==> src/rtl/gpio_bank_pkg.sv <==
package gpio_bank_pkg;

    localparam int PIN_W      = 8;
    localparam int FSEL_W     = 2;
    localparam int ADDR_W     = 8;
    localparam int DATA_W     = 32;
    localparam int PORT_IDX_W = 3;
    localparam int PORT_BASE  = 32;
    localparam int PORT_STRIDE = 16;

    localparam int DIR_LSB  = 24;
    localparam int OUT_LSB  = 16;
    localparam int SNAP_LSB = 8;
    localparam int LIVE_LSB = 0;

    localparam logic [FSEL_W-1:0] FSEL_GPIO = '0;

    typedef enum logic [1:0] {
        KIND_DATA = 2'd0,
        KIND_SET  = 2'd1,
        KIND_CLR  = 2'd2,
        KIND_PULL = 2'd3
    } port_reg_e;

    typedef struct packed {
        logic                  hit_cfg;
        logic                  hit_port;
        logic [PORT_IDX_W-1:0] port;
        port_reg_e             kind;
    } dec_t;

    function automatic dec_t decode_addr(input logic [ADDR_W-1:0] a, input int nports);
        dec_t d;
        int   off;
        d   = '0;
        off = int'(a) - PORT_BASE;
        if (a[1:0] == 2'b00) begin
            if (int'(a) < PORT_BASE) begin
                if (int'(a[4:2]) < nports) begin
                    d.hit_cfg = 1'b1;
                    d.port    = a[4:2];
                end
            end else if (off < PORT_STRIDE * nports) begin
                d.hit_port = 1'b1;
                d.port     = PORT_IDX_W'(off / PORT_STRIDE);
                d.kind     = port_reg_e'(a[3:2]);
            end
        end
        return d;
    endfunction

endpackage

==> src/rtl/gpio_sync.sv <==
module gpio_sync #(
    parameter int W = 8
) (
    input  logic         clk,
    input  logic         rst,
    input  logic [W-1:0] d_async,
    output logic [W-1:0] d_sync
);
    logic [W-1:0] stage1;

    always_ff @(posedge clk) begin
        if (rst) begin
            stage1 <= '0;
            d_sync <= '0;
        end else begin
            stage1 <= d_async;
            d_sync <= stage1;
        end
    end
endmodule

==> src/rtl/gpio_port.sv <==
module gpio_port
    import gpio_bank_pkg::*;
#(
    parameter int PW       = PIN_W,
    parameter int FW       = FSEL_W,
    parameter bit HAS_PULL = 1'b1
) (
    input  logic               clk,
    input  logic               rst,
    input  logic               cfg_we,
    input  logic               data_we,
    input  logic               set_we,
    input  logic               clr_we,
    input  logic               pull_we,
    input  logic [DATA_W-1:0]  wdata,
    input  logic [PW-1:0]      pad_in,
    output logic [PW*FW-1:0]   fsel_q,
    output logic [PW-1:0]      dir_q,
    output logic [PW-1:0]      out_q,
    output logic [PW-1:0]      pull_q,
    output logic [PW-1:0]      oe,
    output logic [PW-1:0]      live,
    output logic [PW-1:0]      snap
);
    logic [PW-1:0] set_bits;
    logic [PW-1:0] clr_bits;
    logic [1:0]    snap_age;

    assign set_bits = set_we ? wdata[OUT_LSB +: PW] : '0;
    assign clr_bits = clr_we ? wdata[OUT_LSB +: PW] : '0;

    gpio_sync #(.W(PW)) u_sync (
        .clk     (clk),
        .rst     (rst),
        .d_async (pad_in),
        .d_sync  (live)
    );

    always_ff @(posedge clk) begin
        if (rst) begin
            fsel_q <= '0;
        end else if (cfg_we) begin
            fsel_q <= wdata[PW*FW-1:0];
        end
    end

    always_ff @(posedge clk) begin
        if (rst) begin
            dir_q <= '0;
            out_q <= '0;
        end else if (data_we) begin
            dir_q <= wdata[DIR_LSB +: PW];
            out_q <= wdata[OUT_LSB +: PW];
        end else begin
            out_q <= (out_q | set_bits) & ~clr_bits;
        end
    end

    always_ff @(posedge clk) begin
        if (rst) begin
            snap_age <= '0;
            snap     <= '0;
        end else begin
            if (snap_age != 2'd3) snap_age <= snap_age + 2'd1;
            if (snap_age == 2'd2) snap <= live;
        end
    end

    generate
        if (HAS_PULL) begin : g_pull
            always_ff @(posedge clk) begin
                if (rst) begin
                    pull_q <= '0;
                end else if (pull_we) begin
                    pull_q <= wdata[PW-1:0];
                end
            end
        end else begin : g_nopull
            assign pull_q = '0;
        end
    endgenerate

    generate
        for (genvar i = 0; i < PW; i++) begin : g_oe
            assign oe[i] = dir_q[i] & (fsel_q[i*FW +: FW] == FSEL_GPIO);
        end
    endgenerate

    a_r7_set_forces_high: assert property (@(posedge clk) disable iff (rst)
        set_we |=> ((out_q & $past(wdata[OUT_LSB +: PW])) == $past(wdata[OUT_LSB +: PW])))
        else $error("set register did not raise bits");

    a_r8_clr_forces_low: assert property (@(posedge clk) disable iff (rst)
        clr_we |=> ((out_q & $past(wdata[OUT_LSB +: PW])) == '0))
        else $error("clear register did not lower bits");

    a_r6_snapshot_frozen: assert property (@(posedge clk) disable iff (rst)
        (snap_age == 2'd3 && $past(snap_age) == 2'd3) |-> $stable(snap))
        else $error("reset snapshot changed");
endmodule

==> src/rtl/gpio_bank.sv <==
module gpio_bank
    import gpio_bank_pkg::*;
#(
    parameter int NUM_PORTS = 5,
    parameter logic [NUM_PORTS-1:0] NOPULL_MASK = 5'b10100,
    localparam int PINS = NUM_PORTS * PIN_W,
    localparam int FSEL_BITS = PIN_W * FSEL_W
) (
    input  logic                      clk,
    input  logic                      rst,
    input  logic [ADDR_W-1:0]         bus_addr,
    input  logic [DATA_W-1:0]         bus_wdata,
    input  logic                      bus_wr,
    input  logic                      bus_rd,
    output logic [DATA_W-1:0]         bus_rdata,
    input  logic [PINS-1:0]           pin_in,
    output logic [PINS-1:0]           pin_out,
    output logic [PINS-1:0]           pin_oe,
    output logic [PINS-1:0]           pin_pu,
    output logic [NUM_PORTS*FSEL_BITS-1:0] pin_fsel
);
    dec_t dec;
    logic [DATA_W-1:0] rd_mux;

    logic [FSEL_BITS-1:0] fsel_v [NUM_PORTS];
    logic [PIN_W-1:0]     dir_v  [NUM_PORTS];
    logic [PIN_W-1:0]     out_v  [NUM_PORTS];
    logic [PIN_W-1:0]     pull_v [NUM_PORTS];
    logic [PIN_W-1:0]     live_v [NUM_PORTS];
    logic [PIN_W-1:0]     snap_v [NUM_PORTS];

    assign dec = decode_addr(bus_addr, NUM_PORTS);

    generate
        for (genvar p = 0; p < NUM_PORTS; p++) begin : g_port
            logic sel;
            assign sel = bus_wr && (dec.port == PORT_IDX_W'(p));

            gpio_port #(
                .PW       (PIN_W),
                .FW       (FSEL_W),
                .HAS_PULL (!NOPULL_MASK[p])
            ) u_port (
                .clk     (clk),
                .rst     (rst),
                .cfg_we  (sel && dec.hit_cfg),
                .data_we (sel && dec.hit_port && dec.kind == KIND_DATA),
                .set_we  (sel && dec.hit_port && dec.kind == KIND_SET),
                .clr_we  (sel && dec.hit_port && dec.kind == KIND_CLR),
                .pull_we (sel && dec.hit_port && dec.kind == KIND_PULL),
                .wdata   (bus_wdata),
                .pad_in  (pin_in[p*PIN_W +: PIN_W]),
                .fsel_q  (fsel_v[p]),
                .dir_q   (dir_v[p]),
                .out_q   (out_v[p]),
                .pull_q  (pull_v[p]),
                .oe      (pin_oe[p*PIN_W +: PIN_W]),
                .live    (live_v[p]),
                .snap    (snap_v[p])
            );

            assign pin_out[p*PIN_W +: PIN_W]          = out_v[p];
            assign pin_pu[p*PIN_W +: PIN_W]           = pull_v[p];
            assign pin_fsel[p*FSEL_BITS +: FSEL_BITS] = fsel_v[p];

            for (genvar i = 0; i < PIN_W; i++) begin : g_chk
                a_r3_oe_only_gpio: assert property (@(posedge clk) disable iff (rst)
                    pin_oe[p*PIN_W+i] |-> (pin_fsel[(p*PIN_W+i)*FSEL_W +: FSEL_W] == FSEL_GPIO))
                    else $error("output enabled on a non-GPIO pin");
            end
        end
    endgenerate

    always_comb begin
        rd_mux = '0;
        for (int p = 0; p < NUM_PORTS; p++) begin
            if (dec.port == PORT_IDX_W'(p)) begin
                if (dec.hit_cfg) begin
                    rd_mux = DATA_W'(fsel_v[p]);
                end else if (dec.hit_port) begin
                    case (dec.kind)
                        KIND_DATA: rd_mux = {dir_v[p], out_v[p], snap_v[p], live_v[p]};
                        KIND_PULL: rd_mux = DATA_W'(pull_v[p]);
                        default:   rd_mux = '0;
                    endcase
                end
            end
        end
    end

    always_ff @(posedge clk) begin
        if (rst) begin
            bus_rdata <= '0;
        end else begin
            bus_rdata <= bus_rd ? rd_mux : '0;
        end
    end

    a_r10_idle_read_zero: assert property (@(posedge clk) disable iff (rst)
        !bus_rd |=> (bus_rdata == '0))
        else $error("read data not zero after idle cycle");
endmodule

==> config.mk <==
export PLATFORM = sky130hd
export DESIGN_NAME = gpio_bank
export DESIGN_NICKNAME = d
export VERILOG_FILES = /design/src/rtl/gpio_bank_pkg.sv /design/src/rtl/gpio_sync.sv /design/src/rtl/gpio_port.sv /design/src/rtl/gpio_bank.sv
export SDC_FILE = /design/constraint.sdc
export NUM_CORES = 1
export LEC_CHECK = 0
export BUFFER_PORTS_ARGS = -buffer_cell sky130_fd_sc_hd__buf_4
export CORE_MARGIN = 2
export CORE_UTILIZATION = 45
export DETAILED_ROUTE_END_ITERATION = 10
export PLACE_DENSITY = 0.73
export SYNTH_ARGS = -nofsm -noshare
export SYNTH_HDL_FRONTEND = slang
export SYNTH_SLANG_ARGS = --single-unit
==> constraint.sdc <==
create_clock -name clk -period 4.3 [get_ports clk]
set_input_delay 0.86 -clock clk [delete_from_list [all_inputs] [get_ports clk]]
set_output_delay 0.86 -clock clk [all_outputs]
set_load 0.02 [all_outputs]
# Word level (Yosys, flattened, before mapping)
# Index checks and enable logic that the tools add are counted.
# classes
addsub	7
n_lt_le_gt_ge	3
eq_ne	17
n_mux	43
bitwise_logic	57
n_reduce_logical	78
# ops
op	count
$mux W32	17
$pmux W32 S2	3
$mux W8	15
$logic_not A2 Y1	42
$and A1 B1 Y1	41
$and A8 B8 Y8	5
$not A8 Y8	5
$or A8 B8 Y8	5
$logic_and A1 B1 Y1	33
$eq A2 B2 Y1 const B	7
$add A2 B1 Y2 const B	5
$ne A2 B2 Y1 const B	5
$lt A9 B8 Y1 const B	1
$sub A8 B6 Y9 const B	1
$lt A8 B6 Y1 const B	1
$mux W7	1
$eq A3 B2 Y1 const B	2
$mux W3	2
$mux W6	1
$reduce_or A4 Y1	1
$add A3 B1 Y3	1
$eq A3 B1 Y1 const B	1
$eq A3 B3 Y1 const B	1
$logic_not A3 Y1	1
other kinds (6)	8
# word_totals
regBits	346
inputBits	84
out_inout_bits	232
elab_cells	244

# Depth between registers and ports, before layout
# depth
depth_word	24
depth_mapped	16
depth_no_buf	13

# Modules after synthesis
# A second synthesis with hierarchy kept.
# hier_totals
cells_unflattened	1508
area_unflattened_um2	15344.7
# modules_own_cells
module	n_inst	cells_per_inst	area_per_inst_um2
gpio_port at g_port[0].u_port ...	3	184	1991.9
gpio_port at g_port[2].u_port ...	2	167	1776.7
gpio_bank	1	457	3494.6
gpio_sync	5	33	464.2

# Least setup slack after synthesis
# No wires, ideal clock.
# synth_path
path_kind	input to register
start	in bus_addr[5]
end	reg g_port[0].u_port.pull_q[0]
arrival_ns	3.932
t_required_ns	4.172
slack_ns	0.240
path_stages	15
path_buffers	3
cell_sequence	inv_1 ha_1 ha_1 a31oi_4 nor3_1 clkbuf_1 nand2_1 inv_1 ha_1 clkbuf_1 clkbuf_1 nand2_1 nor3_4 mux2i_1 nor2_1
# synth_between
elab_chain_cells	10
elab_cells_between_ends	15
cone_classes	2 x add/sub; 2 x order compare; 1 x eq/ne; 5 x mux; 1 x bitwise; 4 x reduce/logical
# synth_lines
element	line	source
from (decl)	gpio_bank.sv:11	input logic [ADDR_W-1:0] bus_addr,
branches (longest 5 deep; another with $sub A8 B6 Y9)	-	
$mux W7 (*)	gpio_bank_pkg.sv:37	if (a[1:0] == 2'b00) begin
$logic_not A3 Y1	gpio_bank.sv:37	assign sel = bus_wr && (dec.port == PORT_IDX_W'(p));
$logic_and A1 B1 Y1	gpio_bank.sv:37	
$logic_and A1 B1 Y1	gpio_bank.sv:50	.pull_we (sel && dec.hit_port && dec.kind == KIND_PULL),
$logic_and A1 B1 Y1 (*)	gpio_bank.sv:50	
to (signal assigned)	gpio_port.sv:75	pull_q <= wdata[PW-1:0];
to (decl)	gpio_port.sv:20	output logic [PW-1:0] pull_q,
# Mark *: on every way between the ends.
# A chain may end at the register's enable or synchronous reset.

# Worst setup path after layout
# layout_path
start	in bus_addr[2]
end	reg bus_rdata[4]
# layout_between
elab_chain_cells	22
elab_cells_between_ends	42
cone_classes	2 x add/sub; 3 x order compare; 5 x eq/ne; 28 x mux; 1 x bitwise; 3 x reduce/logical
# layout_lines
element	line	source
$sub A8 B6 Y9	gpio_bank_pkg.sv:36	off = int'(a) - PORT_BASE;
$lt A9 B8 Y1	gpio_bank_pkg.sv:43	end else if (off < PORT_STRIDE * nports) begin
$mux W6	gpio_bank_pkg.sv:43	
$mux W2	gpio_bank_pkg.sv:38	if (int'(a) < PORT_BASE) begin
$mux W7 (*)	gpio_bank_pkg.sv:37	
$eq A2 B2 Y1 / $logic_not A2 Y1 (equally long branches)	gpio_bank.sv:81	case (dec.kind)
$pmux W32 S2	gpio_bank.sv:81	
$mux W32	gpio_bank.sv:80	end else if (dec.hit_port) begin
(+6 left out)	-	
$mux W32	gpio_bank.sv:78	if (dec.hit_cfg) begin
$mux W32	gpio_bank.sv:77	if (dec.port == PORT_IDX_W'(p)) begin
$mux W32	gpio_bank.sv:80	
$mux W32	gpio_bank.sv:78	
$mux W32	gpio_bank.sv:77	
$mux W32	gpio_bank.sv:80	
$mux W32	gpio_bank.sv:78	
$mux W32 (*)	gpio_bank.sv:77	
to (signal assigned)	gpio_bank.sv:95	bus_rdata <= bus_rd ? rd_mux : '0;
to (decl)	gpio_bank.sv:15	output logic [DATA_W-1:0] bus_rdata,
# Every way passes the cells marked *; elsewhere a longest branch is shown, timed or not.

==> summary.txt <==
STATUS
----------------------------------------------------------------------------------------
Outcome ................................................................... finished clean

CTS
----------------------------------------------------------------------------------------
CTS buffer count ..........................................................           38
Clock sink count ..........................................................          346
Root buffer cell ..........................................................    clkbuf_16
Clock slew at reported path FFs ...........................................      0.06 ns
Setup Buffers After CTS ...................................................            0
Later-pin clock latency in the skew report ................................      0.53 ns
Hold buffer count at CTS ..................................................            0
Level count of the clock H-tree ...........................................            2
Number of buffers on the longest clock path ...............................            3
TritonCTS clock tree ......................................................          yes
Post-cts gate resize count ................................................            0

FLOORPLAN
----------------------------------------------------------------------------------------
Starting utilization of the core area .....................................        0.456
Die Y-Extent ..............................................................       185 um
Die outline width .........................................................       185 um
Number of rows created at floorplan .......................................           66
# IOs .....................................................................          316
Die outline area ..........................................................   0.0342 mm2
Placeable core region .....................................................   0.0324 mm2

LOGIC SYNTHESIS
----------------------------------------------------------------------------------------
Top cells by area, synth .................................................. dfxtp_1 (47%), mux2i_1 (7.6%), a21oi_1 (5.7%)
Yosys warnings ............................................................            0
Instance count of the mapped netlist ......................................         1667
Xor and xnor fraction of the mapped netlist area ..........................      0.00356
Count of state elements after synthesis ...................................          346
Portion of synthesized cell area occupied by the leading cell type ........        0.470
Post-synthesis async set-or-reset flop share ..............................            0
Post-synth EDFFs ..........................................................            0
Average size of a mapped cell .............................................     8.85 um2
Main synth FF type ........................................................      dfxtp_1
Post-synthesis sequential area ratio ......................................        0.470
Post-Synth Adder-Cell Area ................................................       0.0161
Number of different library cells in the post-synthesis netlist ...........           60
Mux cell area share after synthesis .......................................       0.0760
Simple-gate share of the synthesized area .................................        0.205
Combinational family with the most area after synthesis ................... simple AND/OR/NAND/NOR gates
Area fraction in compound gates after synthesis ...........................        0.181
Post-synth design cell area ...............................................   0.0147 mm2
Post-synth top area cell ..................................................      dfxtp_1

FINISH
----------------------------------------------------------------------------------------
Post-layout utilization of the core .......................................        0.572
Share of final-layout standard cells stronger than drive strength 1 .......        0.221
Cell Count, Final, Fillers Out ............................................         2392
Number of fill cells in the layout ........................................         2978
Area of the multi-input gates .............................................  0.00718 mm2
Synthesis-to-layout area growth ...........................................        25.6%
Antenna diode count .......................................................            0
Final std cell area, no fill ..............................................   0.0185 mm2
Total Nets Final ..........................................................         2026
Sequential cell area ......................................................  0.00693 mm2
Most common library cell in the layout ignoring fill and taps .............      dfxtp_1
Commonest cells after routing, fill and taps aside ........................ dfxtp_1 (346), buf_4 (342), nand2_1 (221)

ROUTE
----------------------------------------------------------------------------------------
Vias post-DR ..............................................................        14100
Routed length on met3 .....................................................      6.18 mm
Vias per inst .............................................................         5.88
Number of DRC markers after the initial detailed-route iteration ..........         1817
Total routed wire length on the met1 layer ................................      22.1 mm
Uppermost layer routed ....................................................         met5
DRC violations left .......................................................            0
Total length of routed met2 wires .........................................      25.4 mm
Number of detailed-route iterations in the first pass .....................            6
DR WL/cell ................................................................      23.7 um
Total Wirelength ..........................................................      56.6 mm
Antenna Nets Post-Route ...................................................            0

GLOBAL ROUTE
----------------------------------------------------------------------------------------
Largest net degree at the start of global routing .........................          128
Global-route wire length before repair ....................................      83.3 mm
Initial antenna violation count ...........................................            3
Leftover overflow at the end of global routing ............................            0
Via count of the first global-routing pass ................................        13400
Overall routing resource usage ............................................        0.323

TIMING
----------------------------------------------------------------------------------------
Slew at the pin closest to its max-slew limit .............................      1.00 ns
Period Utilization, post-route ............................................        0.845
Hold Vio Cnt, Final .......................................................            0
Post-Route Hold Slack .....................................................     0.437 ns
Final setup violation count ...............................................            0
Final sum of negative setup slack .........................................         0 ns
RSZ-0062 raised after global routing ......................................        false
Time the final worst path needs with I/O delays and setup .................      3.63 ns
Number of pins with negative max-slew slack in the final report ...........            0
Worst rel slew slack ......................................................        0.332
FMAX ......................................................................      275 MHz
Worst Clk Skew ............................................................    0.0172 ns
Min setup slack post-route ................................................     0.665 ns

CRITICAL PATH
----------------------------------------------------------------------------------------
WP data required ..........................................................      4.71 ns
Crit end category .........................................................    flip-flop
Critical setup path kind .................................................. input pin to flip-flop
Worst path arrival time ...................................................      4.05 ns
Cells along the critical path ............................................. buf_4 -> nor4_1 -> nor2b_1 -> ha_1 -> ha_1 -> xnor2_1 -> nand2_2 -> o21a_1 -> buf_4 -> nor3_1 -> nand2_1 -> o2bb2ai_1
Register-to-Register Path Depth ...........................................            5
Critical path's slowest cell ..............................................       nor3_1
Largest stage delay on the critical path ..................................      0.66 ns
Kind of launch point of the worst setup path ..............................    input pin
Maximum fanout along the worst path .......................................           36

PLACED DESIGN
----------------------------------------------------------------------------------------
GP Congestion .............................................................        0.969
Place WS ..................................................................     0.211 ns
Total half-perimeter wirelength after legalization and detailed placement .      41.5 mm
Placed inst area ..........................................................   0.0173 mm2
Cell count after placement ................................................         2325
# port buffers ............................................................          299

POWER AND IR DROP
----------------------------------------------------------------------------------------
Pwr dens ..................................................................   386 mW/mm2
VDD IR-drop max ...........................................................     0.247 mV
Final Power ...............................................................      7.15 mW
Static Leakage ............................................................      7.33 nW

FLOW RUN
----------------------------------------------------------------------------------------
Max-cap violations ........................................................            0

WORST HOLD PATH
----------------------------------------------------------------------------------------
Hold depth ................................................................            1
HP Class .................................................................. flip-flop to flip-flop

critical path: cells and delay by family:
family / cells / cell delay [ns]
simple gates: 5 / 1.51
compound gates: 2 / 0.57
buf+inv: 2 / 0.40
fa+ha+maj: 2 / 0.37
xor+xnor: 1 / 0.30
state kept, by name, indices dropped and copies added, names as in the netlist:
signal                       cells
g_port.u_port.snap_age          10
g_port.u_port.out_q             40
g_port.u_port.u_sync.d_sync     40
g_port.u_port.u_sync.stage1     40
bus_rdata                       32
g_port.u_port.snap              40
g_port.u_port.dir_q             40
g_port.u_port.pull_q            24
g_port.u_port.fsel_q            80
Yosys cell counts (3+ instances only):
master     instances
a211oi_1          20
a21oi_1          168
a221oi_1          23
a22o_1            15
a22oi_1           18
a31oi_1           10
and3_1             4
buf_1              5
buf_2             22
buf_4             18
buf_6              4
clkbuf_1          95
dfxtp_1          346
ha_1              19
inv_1             11
mux2i_1          112
nand2_1          221
nand2_2            3
nand3_1           20
nand3b_1          21
nor2_1           160
nor2_2             5
nor2b_1           82
nor3_1            21
nor3_2             6
nor3_4             4
nor3b_1           40
nor4_1             9
nor4b_1            4
nor4b_2            4
o211ai_1          24
o21ai_0           51
o221ai_1          11
o22a_1            12
o22ai_1           23
o2bb2ai_1         17
o31a_1             5
or3_1              3
xor2_1             5
worst paths after layout:
| check | from | endpoint | slack (ns) |
|---|---|---|---|
| worst max-delay path | bus_addr[2] | bus_rdata[4] | 0.67 |
| worst min-delay path | g_port[3].u_port.u_sync.stage1[3] | g_port[3].u_port.u_sync.d_sync[3] | 0.44 |
| worst max register to register | g_port[3].u_port.u_sync.d_sync[4] | bus_rdata[4] | 2.61 |
| worst min register to register | g_port[3].u_port.u_sync.stage1[3] | g_port[3].u_port.u_sync.d_sync[3] | 0.44 |
logic make-up after synthesis:
family,count (synthesis)
flip-flops,346
buffers and inverters,155
multiplexers,112
XOR/XNOR,6
other,1
AND/OR/NAND/NOR,615
AO/OA/AOI/OAI,413
adder cells (fa/ha/maj),19
layout make-up:
type	instances	share of cell area
clock inverters	9	0.00412
multi-input cells	1181	0.388
clock buffers	58	0.0603
inverters	11	0.00223
repair buffers	345	0.142
well taps	442	0.0299
flip-flops and latches	346	0.374
report_power, final:
group | switching (mW) | leakage (nW) | internal, mW | total (mW)
Clock | 1.30 | 0.587 | 1.85 | 3.15
Combinational | 0.404 | 3.94 | 0.248 | 0.652
Sequential | 0.0588 | 2.81 | 3.28 | 3.34
layer usage:
| layer | up-vias | GRT usage |
|---|---|---|
| met5 | - | 0 |
| met4 | 2 | 0.152 |
| met3 | 194 | 0.0672 |
| met2 | 917 | 0.520 |
| met1 | 6596 | 0.416 |
| li1 | 6359 | - |
(Power assumes the default switching activity.)
